## config.mk

```make
export PLATFORM = sky130hd
export DESIGN_NAME = opseq_core
export DESIGN_NICKNAME = d
export VERILOG_FILES = /design/src/rtl/opseq_pkg.sv /design/src/rtl/opseq_step_ctr.sv /design/src/rtl/opseq_ireg.sv /design/src/rtl/opseq_decode.sv /design/src/rtl/opseq_core.sv
export SDC_FILE = /design/constraint.sdc
export NUM_CORES = 1
export LEC_CHECK = 0
export BUFFER_PORTS_ARGS = -buffer_cell sky130_fd_sc_hd__buf_2
export CORE_AREA = 2 2 41 50
export DETAILED_ROUTE_END_ITERATION = 16
export DIE_AREA = 0 0 43 52
export GPL_ROUTABILITY_DRIVEN = 0
export HOLD_SLACK_MARGIN = 0.02
export PLACE_DENSITY = 0.9
export SLEW_MARGIN = 30
export SYNTH_ARGS = -nofsm -noshare
export SYNTH_HDL_FRONTEND = slang
export SYNTH_SLANG_ARGS = --single-unit
```

## constraint.sdc

```tcl
create_clock -name clk -period 4.2 [get_ports clk]
set_input_delay 0.84 -clock clk [delete_from_list [all_inputs] [get_ports clk]]
set_output_delay 0.84 -clock clk [all_outputs]
set_load 0.02 [all_outputs]
```

## src/rtl/opseq_pkg.sv

```systemverilog
package opseq_pkg;

   // Strobe vector, most significant field first
   typedef struct packed {
      logic vec_ld;
      logic wide;
      logic alu_go;
      logic acc_ld;
      logic mem_wr;
      logic mem_rd;
      logic pc_inc;
      logic op_rd;
   } ctl_t;

   localparam int CTL_W = $bits(ctl_t);

   // Opcodes with a table entry (8-bit encodings)
   localparam logic [7:0] OPC_LDI  = 8'hA9;
   localparam logic [7:0] OPC_ADDW = 8'h6D;
   localparam logic [7:0] OPC_STW  = 8'h8D;

   // Longest sequence in the table, fetch included
   localparam int LONGEST_SEQ = 6;

   // Named strobe patterns
   localparam ctl_t CTL_NONE    = ctl_t'(8'h00);
   localparam ctl_t CTL_FETCH   = ctl_t'(8'h03);
   localparam ctl_t CTL_OPERAND = ctl_t'(8'h06);
   localparam ctl_t CTL_LDIMM   = ctl_t'(8'h16);
   localparam ctl_t CTL_ADDW    = ctl_t'(8'h70);
   localparam ctl_t CTL_WR_LO   = ctl_t'(8'h08);
   localparam ctl_t CTL_WR_HI   = ctl_t'(8'h48);
   localparam ctl_t CTL_PUSH    = ctl_t'(8'h08);
   localparam ctl_t CTL_VECTOR  = ctl_t'(8'hC0);

endpackage

```

## src/rtl/opseq_step_ctr.sv

```systemverilog
module opseq_step_ctr #(
   parameter int STEP_W = 3
) (
   input  logic              clk,
   input  logic              rst,
   input  logic              last_i,
   output logic [STEP_W-1:0] step_o,
   output logic              fetch_o
);

   localparam logic [STEP_W-1:0] STEP_ONE = STEP_W'(1);

   logic [STEP_W-1:0] step_q;

   always_ff @(posedge clk) begin
      if (rst || last_i) begin
         step_q <= '0;
      end else begin
         step_q <= step_q + STEP_ONE;
      end
   end

   assign step_o  = step_q;
   assign fetch_o = (step_q == '0);

   AST_STEP_ADVANCES: assert property (@(posedge clk) disable iff (rst) !last_i |=> (step_q != '0)) else $error("step returned to zero without a final cycle");
   AST_STEP_RESTARTS: assert property (@(posedge clk) disable iff (rst) last_i |=> (step_q == '0)) else $error("step did not restart after final cycle");

endmodule

```

## src/rtl/opseq_ireg.sv

```systemverilog
module opseq_ireg #(
   parameter int               OPC_W   = 8,
   parameter bit               IRQ_EN  = 1'b1,
   parameter logic [OPC_W-1:0] IRQ_OPC = '0,
   parameter logic [OPC_W-1:0] RST_OPC = OPC_W'(8'hEA)
) (
   input  logic             clk,
   input  logic             rst,
   input  logic             fetch_i,
   input  logic             last_i,
   input  logic [OPC_W-1:0] bus_i,
   input  logic             irq_i,
   output logic [OPC_W-1:0] ir_o,
   output logic             take_irq_o
);

   logic [OPC_W-1:0] ir_q;
   logic             take_irq;

   generate
      if (IRQ_EN) begin : g_irq
         logic pend_q;

         always_ff @(posedge clk) begin
            if (rst) begin
               pend_q <= 1'b0;
            end else if (last_i && irq_i) begin
               pend_q <= 1'b1;
            end else if (fetch_i) begin
               pend_q <= 1'b0;
            end
         end

         assign take_irq = pend_q;

         AST_IRQ_AT_LAST: assert property (@(posedge clk) disable iff (rst) $rose(pend_q) |-> $past(last_i)) else $error("interrupt captured outside a final cycle");
         AST_IRQ_FORCED: assert property (@(posedge clk) disable iff (rst) (fetch_i && pend_q) |=> (ir_q == IRQ_OPC)) else $error("interrupt opcode not substituted");
      end else begin : g_noirq
         assign take_irq = 1'b0;
      end
   endgenerate

   always_ff @(posedge clk) begin
      if (rst) begin
         ir_q <= RST_OPC;
      end else if (fetch_i) begin
         ir_q <= take_irq ? IRQ_OPC : bus_i;
      end
   end

   assign ir_o       = ir_q;
   assign take_irq_o = take_irq;

   AST_IR_HOLD: assert property (@(posedge clk) disable iff (rst) !fetch_i |=> $stable(ir_q)) else $error("instruction register moved outside fetch");

endmodule

```

## src/rtl/opseq_decode.sv

```systemverilog
module opseq_decode
   import opseq_pkg::*;
#(
   parameter int               OPC_W   = 8,
   parameter int               STEP_W  = 3,
   parameter logic [OPC_W-1:0] IRQ_OPC = '0
) (
   input  logic [OPC_W-1:0]  op_i,
   input  logic [STEP_W-1:0] step_i,
   input  logic              take_irq_i,
   output ctl_t              ctl_o,
   output logic              last_o,
   output logic              ack_o
);

   localparam logic [OPC_W-1:0] K_LDI  = OPC_W'(OPC_LDI);
   localparam logic [OPC_W-1:0] K_ADDW = OPC_W'(OPC_ADDW);
   localparam logic [OPC_W-1:0] K_STW  = OPC_W'(OPC_STW);

   always_comb begin
      ctl_o  = CTL_NONE;
      last_o = 1'b0;
      ack_o  = 1'b0;
      if (step_i == '0) begin
         // Fetch cycle: bus read unless an interrupt takes its place
         ack_o = take_irq_i;
         if (!take_irq_i) begin
            ctl_o = CTL_FETCH;
         end
      end else if (op_i == IRQ_OPC) begin
         case (int'(step_i))
            1:       ctl_o = CTL_NONE;
            2, 3, 4: ctl_o = CTL_PUSH;
            5: begin
               ctl_o  = CTL_VECTOR;
               last_o = 1'b1;
            end
            default: last_o = 1'b1;
         endcase
      end else if (op_i == K_LDI) begin
         ctl_o  = (int'(step_i) == 1) ? CTL_LDIMM : CTL_NONE;
         last_o = 1'b1;
      end else if (op_i == K_ADDW) begin
         case (int'(step_i))
            1, 2: ctl_o = CTL_OPERAND;
            3: begin
               ctl_o  = CTL_ADDW;
               last_o = 1'b1;
            end
            default: last_o = 1'b1;
         endcase
      end else if (op_i == K_STW) begin
         case (int'(step_i))
            1, 2: ctl_o = CTL_OPERAND;
            3:    ctl_o = CTL_WR_LO;
            4: begin
               ctl_o  = CTL_WR_HI;
               last_o = 1'b1;
            end
            default: last_o = 1'b1;
         endcase
      end else begin
         // Opcode without entry: one idle step after the fetch
         last_o = 1'b1;
      end
   end

endmodule

```

## src/rtl/opseq_core.sv

```systemverilog
module opseq_core
   import opseq_pkg::*;
#(
   parameter int               OPC_W   = 8,
   parameter int               STEP_W  = 3,
   parameter bit               IRQ_EN  = 1'b1,
   parameter logic [OPC_W-1:0] IRQ_OPC = '0,
   parameter logic [OPC_W-1:0] RST_OPC = OPC_W'(8'hEA)
) (
   input  logic              clk,
   input  logic              rst,
   input  logic [OPC_W-1:0]  bus_din,
   input  logic              irq_req,
   output logic [CTL_W-1:0]  ctl_o,
   output logic [OPC_W-1:0]  ir_o,
   output logic [STEP_W-1:0] step_o,
   output logic              fetch_req_o,
   output logic              irq_ack_o
);

   localparam int MIN_STEP_W = $clog2(LONGEST_SEQ);

   initial begin
      assert (OPC_W >= 8) else $error("OPC_W must hold an 8-bit opcode");
      assert (STEP_W >= MIN_STEP_W) else $error("STEP_W too small for longest sequence");
      assert (IRQ_OPC != OPC_W'(OPC_LDI) && IRQ_OPC != OPC_W'(OPC_ADDW) && IRQ_OPC != OPC_W'(OPC_STW))
         else $error("IRQ_OPC collides with a table opcode");
   end

   logic              fetch;
   logic              last;
   logic              take_irq;
   logic              ack;
   logic [STEP_W-1:0] step;
   logic [OPC_W-1:0]  ir;
   ctl_t              ctl;

   opseq_step_ctr #(
      .STEP_W (STEP_W)
   ) u_ctr (
      .clk     (clk),
      .rst     (rst),
      .last_i  (last),
      .step_o  (step),
      .fetch_o (fetch)
   );

   opseq_ireg #(
      .OPC_W   (OPC_W),
      .IRQ_EN  (IRQ_EN),
      .IRQ_OPC (IRQ_OPC),
      .RST_OPC (RST_OPC)
   ) u_ireg (
      .clk        (clk),
      .rst        (rst),
      .fetch_i    (fetch),
      .last_i     (last),
      .bus_i      (bus_din),
      .irq_i      (irq_req),
      .ir_o       (ir),
      .take_irq_o (take_irq)
   );

   opseq_decode #(
      .OPC_W   (OPC_W),
      .STEP_W  (STEP_W),
      .IRQ_OPC (IRQ_OPC)
   ) u_dec (
      .op_i       (ir),
      .step_i     (step),
      .take_irq_i (take_irq),
      .ctl_o      (ctl),
      .last_o     (last),
      .ack_o      (ack)
   );

   assign ctl_o       = ctl;
   assign ir_o        = ir;
   assign step_o      = step;
   assign fetch_req_o = last;
   assign irq_ack_o   = ack;

   AST_FETCH_FOLLOWS_LAST: assert property (@(posedge clk) disable iff (rst) last |=> (step == '0)) else $error("no fetch after final cycle");
   AST_ACK_IN_FETCH: assert property (@(posedge clk) disable iff (rst) ack |-> (fetch && !ctl.pc_inc && !ctl.op_rd)) else $error("acknowledge outside a suppressed fetch");
   AST_BUS_ONE_WAY: assert property (@(posedge clk) disable iff (rst) !(ctl.mem_rd && ctl.mem_wr)) else $error("read and write strobes together");
   AST_FETCH_NOT_LAST: assert property (@(posedge clk) disable iff (rst) fetch |-> !last) else $error("fetch cycle flagged final");

endmodule

```

; ---- After elaboration in Yosys (flattened, before gate mapping)
; Index checks and enable logic that the tools add are counted.
[word_totals]
output_inout_bits = 21
wordCells = 44
regBits = 12
input_bits = 11
[op_classes]
n_mux = 22
n_eq_ne = 9
add_sub_neg = 1
n_reduce_logical = 9
[op_table]
columns = op, n
row1 = two-way mux 8 bit, 6
row2 = case mux 7 bit (3 select lines), 1
row3 = "equality test 8 bit, second input constant", 2
row4 = case mux 8 bit (2 select lines), 1
row5 = case mux 7 bit (2 select lines), 1
row6 = two-way mux 1 bit, 11
row7 = "equality test 3 x 2 -> 1 bit, second input constant", 3
row8 = "equality test 8 x 7 -> 1 bit, second input constant", 1
row9 = logical NOT 8 bit, 1
row10 = "equality test 3 bit, second input constant", 2
row11 = OR reduction 3 bit, 2
row12 = two-way mux 5 bit, 1
row13 = OR reduction 4 bit, 1
row14 = "adder 3 x 1 -> 3 bit, second input constant", 1
row15 = "equality test 3 x 1 -> 1 bit, second input constant", 1
row16 = logical NOT 3 bit, 1
row17 = two-way mux 2 bit, 1
row18 = nonzero test 2 bit, 1
row19 = OR reduction 2 bit, 1
row20 = logical AND 1 bit, 1
row21 = logical OR 1 bit, 1

; ---- Longest topological paths before layout
; Gate-level depths: netlist (run 1).
[logic_depth]
depth_word = 10
depth_mapped = 7
depth_no_buf = 6

; ---- By module
; A second synthesis (run 1) with hierarchy kept.
[unflattened]
hier_cells = 83
hier_area_um2 = 737.0
[modules_own_cells]
columns = mod, area_each_um2, seq_area_each_um2, n_inst, cells_per_inst
row1 = opseq_ireg, 334.1, 180.2, 1, 30
row2 = opseq_decode, 270.3, 0.0, 1, 41
row3 = opseq_step_ctr, 132.6, 60.1, 1, 12

; ---- Worst setup path before layout (run 1)
; Ideal clock, no wire load.
[synth_timing]
path_kind = flip-flop to output port
startpoint = register u_ctr.step_q[0], in the netlist u_ctr.step_o[0]
endpoint = output ctl_o[1]
n_path_buf = 0
setup_slack_ns = 1.667
t_required_ns = 3.360
stages_incl_launch_ff = 7
t_arrival_ns = 1.693
cell_sequence = dfxtp_1 -> inv_1 -> ha_1 -> nor2b_1 -> a211oi_1 -> inv_1 -> o22ai_1
[synth_between]
elab_chain_len = 8
word_cells_on_any_way = 15
classes_between = eq/ne: 5 / mux: 8 / reduce/logical: 2
[synth_lines]
columns = element, line
row1 = start: declaration, opseq_step_ctr.sv:13  ; logic [STEP_W-1:0] step_q;
row2 = start signal: assignment, opseq_step_ctr.sv:19  ; step_q <= step_q + STEP_ONE;
row3 = equality test 3 x 1 -> 1 bit / equality test 3 x 2 -> 1 bit (equally long branches), "opseq_decode.sv:44, opseq_decode.sv:53"
row4 = OR reduction 2 bit, n/a
row5 = case mux 7 bit (3 select lines), opseq_decode.sv:53  ; case (int'(step_i))
row6 = two-way mux 8 bit, opseq_decode.sv:52  ; end else if (op_i == K_STW) begin
row7 = two-way mux 8 bit, opseq_decode.sv:43  ; end else if (op_i == K_ADDW) begin
row8 = two-way mux 8 bit, opseq_decode.sv:40  ; end else if (op_i == K_LDI) begin
row9 = two-way mux 8 bit, opseq_decode.sv:30  ; end else if (op_i == IRQ_OPC) begin
row10 = two-way mux 8 bit *, opseq_decode.sv:24  ; if (step_i == '0) begin
row11 = end: declaration, opseq_core.sv:14  ; output logic [CTL_W-1:0] ctl_o,
; Mark *: on every way between the ends. The rest lies on a longest branch, timed or not.

; ---- Worst setup path in the final report (run 1)
[layout_timing]
startpoint = register u_ctr.step_q[0], in the netlist u_ctr.step_o[0]
endpoint = output ctl_o[6]
[layout_between]
elab_chain_len = 8
word_cells_on_any_way = 16
classes_between = eq/ne: 5 / mux: 8 / reduce/logical: 3
[layout_lines]
columns = element, line
row1 = equality test 3 x 1 -> 1 bit / equality test 3 x 2 -> 1 bit (equally long branches), "opseq_decode.sv:44, opseq_decode.sv:53, opseq_decode.sv:31"
row2 = OR reduction 2 bit, n/a
row3 = case mux 7 bit (3 select lines), opseq_decode.sv:53
row4 = two-way mux 8 bit, opseq_decode.sv:52
row5 = two-way mux 8 bit, opseq_decode.sv:43
row6 = two-way mux 8 bit, opseq_decode.sv:40
row7 = two-way mux 8 bit, opseq_decode.sv:30
row8 = two-way mux 8 bit *, opseq_decode.sv:24
; Marks and branches as above.

==> qor.tcl, run 1 <==
set qor(port-buffer-count) 31
set qor(num_rows) 17
set qor(avgViaCountPerCell) 5.68
set qor(cp_top_family) {simple AND/OR/NAND/NOR gates}
set qor(share_of_cells_above_drive_strength_1_pct) 34.1
set qor(grt_use_total_pct) 19.2
set qor(fin_cells) 148
set qor(maxCapViolations) 0
set qor(grt_first_pass_wirelength_microns) 3260
set qor(first_iter_violations) 8
set qor(remaining_design_rule_violation_count) 0
set qor(post_cts.repair.setup_buffers) 0
set qor(drt-pass1-iter-count) 6
set qor(yosys.area.top_type_share_pct) 28.5
set qor(syn-num-nets) 115
set qor(antenna_found_initial) 0
set qor(maxSlewViolCount) 0
set qor(postCtsHoldBufs) 0
set qor(root_buffer) {sky130_fd_sc_hd__clkbuf_4}
set qor(worst_pin_slew_ns) 0.656
set qor(worstHoldPathType) {register to register}
set qor(crit_path_end_kind) {output port}
set qor(timing.critical_path.slowest_cell_delay_ns) 0.51
set qor(clock_insertion_delay_worst_skew_ns) 0.28
set qor(synth.distinct_cells) 37
set qor(grt_pass1_vias) 765
set qor(mostFrequentLayoutCell) {sky130_fd_sc_hd__buf_2}
set qor(netlist_area_sq_um) 843
set qor(yosys_warnings) 0
set qor(arrival_ns) 2.13
set qor(placedCellCount) 144
set qor(reg2reg_setup_slack_ns) 2.40
set qor(layout_common_cells) {sky130_fd_sc_hd__buf_2 (31), sky130_fd_sc_hd__dfxtp_1 (12)}
set qor(synth_area_per_cell_sq_um) 8.61
set qor(finalClockSkew_ns) 0.00140
set qor(crit_path_max_fanout) 20
set qor(clk_pin_slew_ns) 0.07
set qor(outcome) {completed}
set qor(worstPathBufferInverterCount) 2
set qor(n_antenna_cell) 0
set qor(die-width_microns) 43
set qor(critical_path.startpoint_type) {register}
set qor(finalCritPeriodShare_pct) 70.8
set qor(numCtsBuffers) 3
set qor(worst_path_max_delay_cell) {sky130_fd_sc_hd__nand2_1}
set qor(ys_seq_elements) 12
set qor(die_area_sq_um) 2240
set qor(grt_start_max_net_pins) 21
set qor(report.final.setup_viol) 0
set qor(cts.sinks) 12
set qor(synth_seq_area_share_pct) 28.5
set qor(maxSlewHeadroom_pct) 56.2
set qor(hpwlAfterDp_microns) 1560
set qor(fp.coreArea_sq_um) 1790
set qor(netlist_top_cells_area) {sky130_fd_sc_hd__dfxtp_1 (28%), sky130_fd_sc_hd__ha_1 (8.9%), sky130_fd_sc_hd__a211o_1 (5.2%)}
set qor(vias) 840
set qor(critical_path_required_ns) 3.36
set qor(pin_count) 32
set qor(p_per_area_nw_per_um2) 741
set qor(worstPathCellList) {inv_1 > ha_1 > nand2_1 > nand2b_1 > o22ai_1 > buf_2}
set qor(static-leakage-power_nw) 0.455
set qor(postRouteAntennaNets) 0
set qor(cts_max_path_buffers) 2
set qor(fp.dieH_microns) 52
set qor(hold_slack_ns) 0.489
set qor(peakVddDrop_mv) 0.451
set qor(final.min_clock_period_ns) 2.97
set qor(final_net_count) 147
set qor(route.final.wire_length_microns) 2020
set qor(final.setup.tns_ns) 0
set qor(tritoncts) {built}
set qor(hold_viol_final) 0
set qor(netlist_instances) 98
set qor(post_cts.resized_instances) 0
set qor(detail_route.wl_per_cell_microns) 13.7
set qor(critical_path_start_end_classification) {register to output port}
set qor(preCtsSetupSlack_ns) 1.53
set qor(h-tree-depth) 1
set qor(synthDominantAreaCellType) {sky130_fd_sc_hd__dfxtp_1}
set qor(grt-ovfl-total) 0
set qor(rsz_0062_raised_after_global_routing) {false}
set qor(fmax_ghz) 0.336
set qor(postLayoutSetupSlackWorst_ns) 1.23
set qor(initial_core_util_pct) 47.2
set qor(syn_to_final_growth_pct) 23.4
[state kept, by name (all words and copies together), names as in the netlist]
name / count
u_ireg.ir_o: 8
u_ireg.take_irq_o: 1
u_ctr.step_o: 3
[path summary, 6_finish.rpt]
kind / cells past startpoint / from / endpoint
max reg2reg: 5 / u_ctr.step_o[0] / u_ireg.ir_o[7]
min reg2reg: 2 / u_ireg.ir_o[0] / u_ireg.ir_o[0]
max: 6 / u_ctr.step_o[0] / ctl_o[6]
min: 2 / u_ireg.ir_o[0] / u_ireg.ir_o[0]
[power breakdown]
| group | total, mW | internal [mW] | switching (mW) |
|---|---|---|---|
| sequential | 0.228 | 0.159 | 0.0683 |
| combinational | 0.453 | 0.173 | 0.280 |
| clock | 0.0907 | 0.0528 | 0.0380 |
[stage by stage]
stage | power [mW] | instance area [sq um] | util [%]
4_1_cts | 0.777 | 1040 | 58.3
3_3_place_gp | 0.668 | 1000 | 56.2
5_1_grt | 0.831 | 1040 | 58.3
2_1_floorplan | 0.561 | 843 | -
3_5_place_dp | 0.684 | 1000 | 56.2
6_report | 0.772 | 1040 | 58.3
[routing by layer]
metal | up-vias | GRT usage, % | part of all wire [%]
met5 | - | 0 | 0
met4 | 0 | 13.1 | 2.3
li1 | 423 | - | -
met1 | 391 | 20.9 | 43
met3 | 5 | 1.74 | 2.7
met2 | 21 | 34.6 | 52
[worst min-delay path, stage by stage (launching register included)]
cell                      delay (ns)
sky130_fd_sc_hd__dfxtp_1        0.34
sky130_fd_sc_hd__nand2_1        0.06
sky130_fd_sc_hd__a21oi_1        0.05
[cell type report]
cell class	count	area (sq um)
clock buffers	4	36.3
multi-input cells	75	559
well taps	19	23.8
repair buffers	31	155
inverters	7	26.3
fillers	160	746
flip-flops and latches	12	240
[cell usage after synthesis]
library cell	number
sky130_fd_sc_hd__a211oi_2	2
sky130_fd_sc_hd__nand2_1	5
sky130_fd_sc_hd__nand3b_1	3
sky130_fd_sc_hd__and4bb_1	1
sky130_fd_sc_hd__nor2_4	1
sky130_fd_sc_hd__nand4b_1	1
sky130_fd_sc_hd__inv_2	1
sky130_fd_sc_hd__a21o_1	1
sky130_fd_sc_hd__a21oi_2	1
sky130_fd_sc_hd__a211oi_1	2
sky130_fd_sc_hd__inv_1	6
sky130_fd_sc_hd__nor3b_1	5
sky130_fd_sc_hd__and3_1	1
sky130_fd_sc_hd__o21bai_1	1
sky130_fd_sc_hd__nand4bb_1	2
sky130_fd_sc_hd__nor2b_1	2
sky130_fd_sc_hd__a21oi_1	6
sky130_fd_sc_hd__o21ai_1	2
sky130_fd_sc_hd__o21ai_2	1
sky130_fd_sc_hd__ha_1	6
sky130_fd_sc_hd__and4b_1	1
sky130_fd_sc_hd__nand2b_1	6
sky130_fd_sc_hd__buf_2	2
sky130_fd_sc_hd__a211o_1	5
sky130_fd_sc_hd__o22ai_1	2
sky130_fd_sc_hd__or4_4	2
sky130_fd_sc_hd__nand3_1	2
sky130_fd_sc_hd__a22oi_1	1
sky130_fd_sc_hd__nor3_1	1
sky130_fd_sc_hd__a22oi_2	1
sky130_fd_sc_hd__dfxtp_1	12
sky130_fd_sc_hd__a31oi_1	1
sky130_fd_sc_hd__clkbuf_1	2
sky130_fd_sc_hd__a221oi_1	1
sky130_fd_sc_hd__nor2_1	6
sky130_fd_sc_hd__and2_1	2
sky130_fd_sc_hd__o21a_1	1
[kinds of logic after synthesis]
logic type / count (synthesis) / share of synthesized area, %
AND/OR/NAND/NOR: 41 / 32.3
adder cells (fa/ha/maj): 6 / 8.90
buffers and inverters: 11 / 5.19
AO/OA/AOI/OAI: 28 / 25.1
flip-flops: 12 / 28.5
No activity file was read; power rests on OpenSTA's default activity.
==> run 2: changes to the inputs <==
Settings changed: CORE_AREA 2 2 41 50 to 2 2 42 52, DIE_AREA 0 0 43 52 to 0 0 44 54, PLACE_DENSITY 0.9 to 0.85.
Clock period 4.2 ns to 2.9 ns, I/O delays scaled along.
==> qor.tcl, run 2 (same netlist as run 1, synthesis figures left out) <==
set qor(critical_register_to_register_path_startpoint) {u_ctr.step_o[0]}
set qor(mostFrequentLayoutCell) {sky130_fd_sc_hd__buf_2}
set qor(preCtsSetupSlack_ns) 0.613 ;# -0.913 ns
set qor(antenna_found_initial) 0 ;# unchanged
set qor(share_of_cells_above_drive_strength_1_pct) 34.6 ;# +0.51 points
set qor(arrival_ns) 2.01 ;# -0.12 ns
set qor(fp.dieH_microns) 54 ;# +3.8%
set qor(first_iter_violations) 13 ;# +5
set qor(clock_insertion_delay_worst_skew_ns) 0.27 ;# about the same
set qor(fmax_ghz) 0.387
set qor(initial_core_util_pct) 43.5 ;# -3.7 points
set qor(route.final.wire_length_microns) 1980 ;# -2.4%
set qor(final_net_count) 148 ;# +0.68%
set qor(h-tree-depth) 1 ;# unchanged
set qor(critical_path_required_ns) 2.32 ;# -1.04 ns
set qor(worst_pin_slew_ns) 0.529 ;# -0.127 ns
set qor(avgViaCountPerCell) 5.53 ;# -2.5%
set qor(outcome) {completed}
set qor(grt-ovfl-total) 0 ;# unchanged
set qor(power.clock.fraction_pct) 11.5 ;# -0.3 points
set qor(cts.sinks) 12 ;# unchanged
set qor(tritoncts) {built}
set qor(grt_use_total_pct) 18.4 ;# -0.81 points
set qor(n_antenna_cell) 0 ;# unchanged
set qor(crit_path_end_kind) {output port}
set qor(postRouteAntennaNets) 0 ;# unchanged
set qor(crit_start) {u_ctr.step_o[0]}
set qor(grt_first_pass_wirelength_microns) 3150 ;# -3.4%
set qor(die-width_microns) 44 ;# +2.3%
set qor(detail_route.wl_per_cell_microns) 13.2 ;# -3.7%
set qor(crit_path_max_fanout) 5 ;# -75%
set qor(grt_start_max_net_pins) 13 ;# -38%
set qor(post_cts.resized_instances) 0 ;# unchanged
set qor(peakVddDrop_mv) 0.533 ;# +18%
set qor(numCtsBuffers) 3 ;# unchanged
set qor(postCtsHoldBufs) 0 ;# unchanged
set qor(post_cts.repair.setup_buffers) 0 ;# unchanged
set qor(reg2reg_setup_slack_ns) 1.07 ;# -1.33 ns
set qor(port-buffer-count) 31 ;# unchanged
set qor(report.final.setup_viol) 0 ;# unchanged
set qor(remaining_design_rule_violation_count) 0 ;# unchanged
set qor(fp.coreArea_sq_um) 1940 ;# +8.4%
set qor(internal_power_mw) 0.572 ;# +49%
set qor(hold_slack_ns) 0.489 ;# -0.000140 ns
set qor(worstHoldPathType) {register to register}
set qor(final.setup.tns_ns) 0 ;# unchanged
set qor(drt-pass1-iter-count) 6 ;# unchanged
set qor(pin_count) 32 ;# unchanged
set qor(static-leakage-power_nw) 0.460 ;# +1.1%
set qor(seq_power_share_pct) 28.7 ;# -0.8 points
set qor(largest_reg_flops) 8 ;# unchanged
set qor(hpwlAfterDp_microns) 1550 ;# -0.18%
set qor(sw_frac_of_total_pct) 49.7 ;# -0.42 points
set qor(finalCritPeriodShare_pct) 89.2
set qor(maxCapViolations) 0 ;# unchanged
set qor(die_area_sq_um) 2380 ;# +6.3%
set qor(clk_pin_slew_ns) 0.07 ;# about the same
set qor(vias) 830 ;# -1.2%
set qor(cts_max_path_buffers) 2 ;# unchanged
set qor(p_switching_mw) 0.565 ;# +46%
set qor(num_rows) 18 ;# +1
set qor(p_per_area_nw_per_um2) 1080 ;# +46%
set qor(layout_common_cells) {sky130_fd_sc_hd__buf_2 (31), sky130_fd_sc_hd__dfxtp_1 (12)}
set qor(postLayoutSetupSlackWorst_ns) 0.314 ;# -0.913 ns
set qor(finalClockSkew_ns) 0.00305 ;# +0.00165 ns
set qor(root_buffer) {sky130_fd_sc_hd__clkbuf_4}
set qor(maxSlewViolCount) 0 ;# unchanged
set qor(min_from) {u_ireg.ir_o[0]}
set qor(critical_path.startpoint_type) {register}
set qor(comb_power_share_pct) 59.8 ;# +1.1 points
set qor(maxSlewHeadroom_pct) 64.6 ;# +8.5 points
set qor(critical_path_start_end_classification) {register to output port}
set qor(final.min_clock_period_ns) 2.59
set qor(grt_pass1_vias) 732 ;# -4.3%
set qor(rsz_0062_raised_after_global_routing) {false}
set qor(hold_viol_final) 0 ;# unchanged
set qor(syn_to_final_growth_pct) 24.5
run 2: cell types whose count changed in the layout (fill, tap and decap cells not counted), sizes merged:
cell  before  now
buf       31   32
run 2: worst paths after layout:
check	to	cells after the start
min	u_ireg.ir_o[0]	2
max reg2reg	u_ireg.ir_o[1]	6
max	fetch_req_o	7
min reg2reg	u_ireg.ir_o[0]	2
run 2: area by class of cell:
cell class | instances | area, sq um
Multi-Input combinational cell | 75 | 559
Timing Repair Buffer | 32 | 163
Clock buffer | 4 | 36.3
Fill cell | 177 | 887
Sequential cell | 12 | 240
Tap cell | 20 | 25.0
Inverter | 7 | 26.3
run 2: layer usage:
layer  vias up  track usage, %  part of all wire, %
met5         -               0                    0
met4         0            14.6                  3.5
met3         6            2.01                  3.7
met2        24            31.1                   50
met1       377            20.7                   42
li1        423               -                    -
run 2: power groups by stage:
stage          Sequential, mW  Clock [mW]  Combinational [mW]
2_1_floorplan           0.381           0               0.432
3_3_place_gp            0.323           0               0.661
3_5_place_dp            0.330           0               0.682
4_1_cts                 0.326       0.136               0.683
5_1_grt                 0.338       0.141               0.746
6_report                0.326       0.130               0.680
run 2: critical path: stages (launching register included):
cell,delay (ns)
sky130_fd_sc_hd__dfxtp_1,0.41
sky130_fd_sc_hd__inv_1,0.10
sky130_fd_sc_hd__ha_1,0.24
sky130_fd_sc_hd__o21bai_1,0.24
sky130_fd_sc_hd__o21ai_1,0.14
sky130_fd_sc_hd__a22oi_2,0.29
sky130_fd_sc_hd__and2_1,0.16
sky130_fd_sc_hd__buf_2,0.15
run 2: through the flow:
stage | instances | utilization (%) | power (mW) | area (sq um)
floorplan | 98 | - | 0.813 | 843
finish | 150 | 54.2 | 1.14 | 1050
detailed placement | 146 | 52.3 | 1.01 | 1010
global placement | 146 | 52.3 | 0.983 | 1010
global route | 150 | 54.2 | 1.22 | 1050
CTS | 150 | 54.2 | 1.14 | 1050
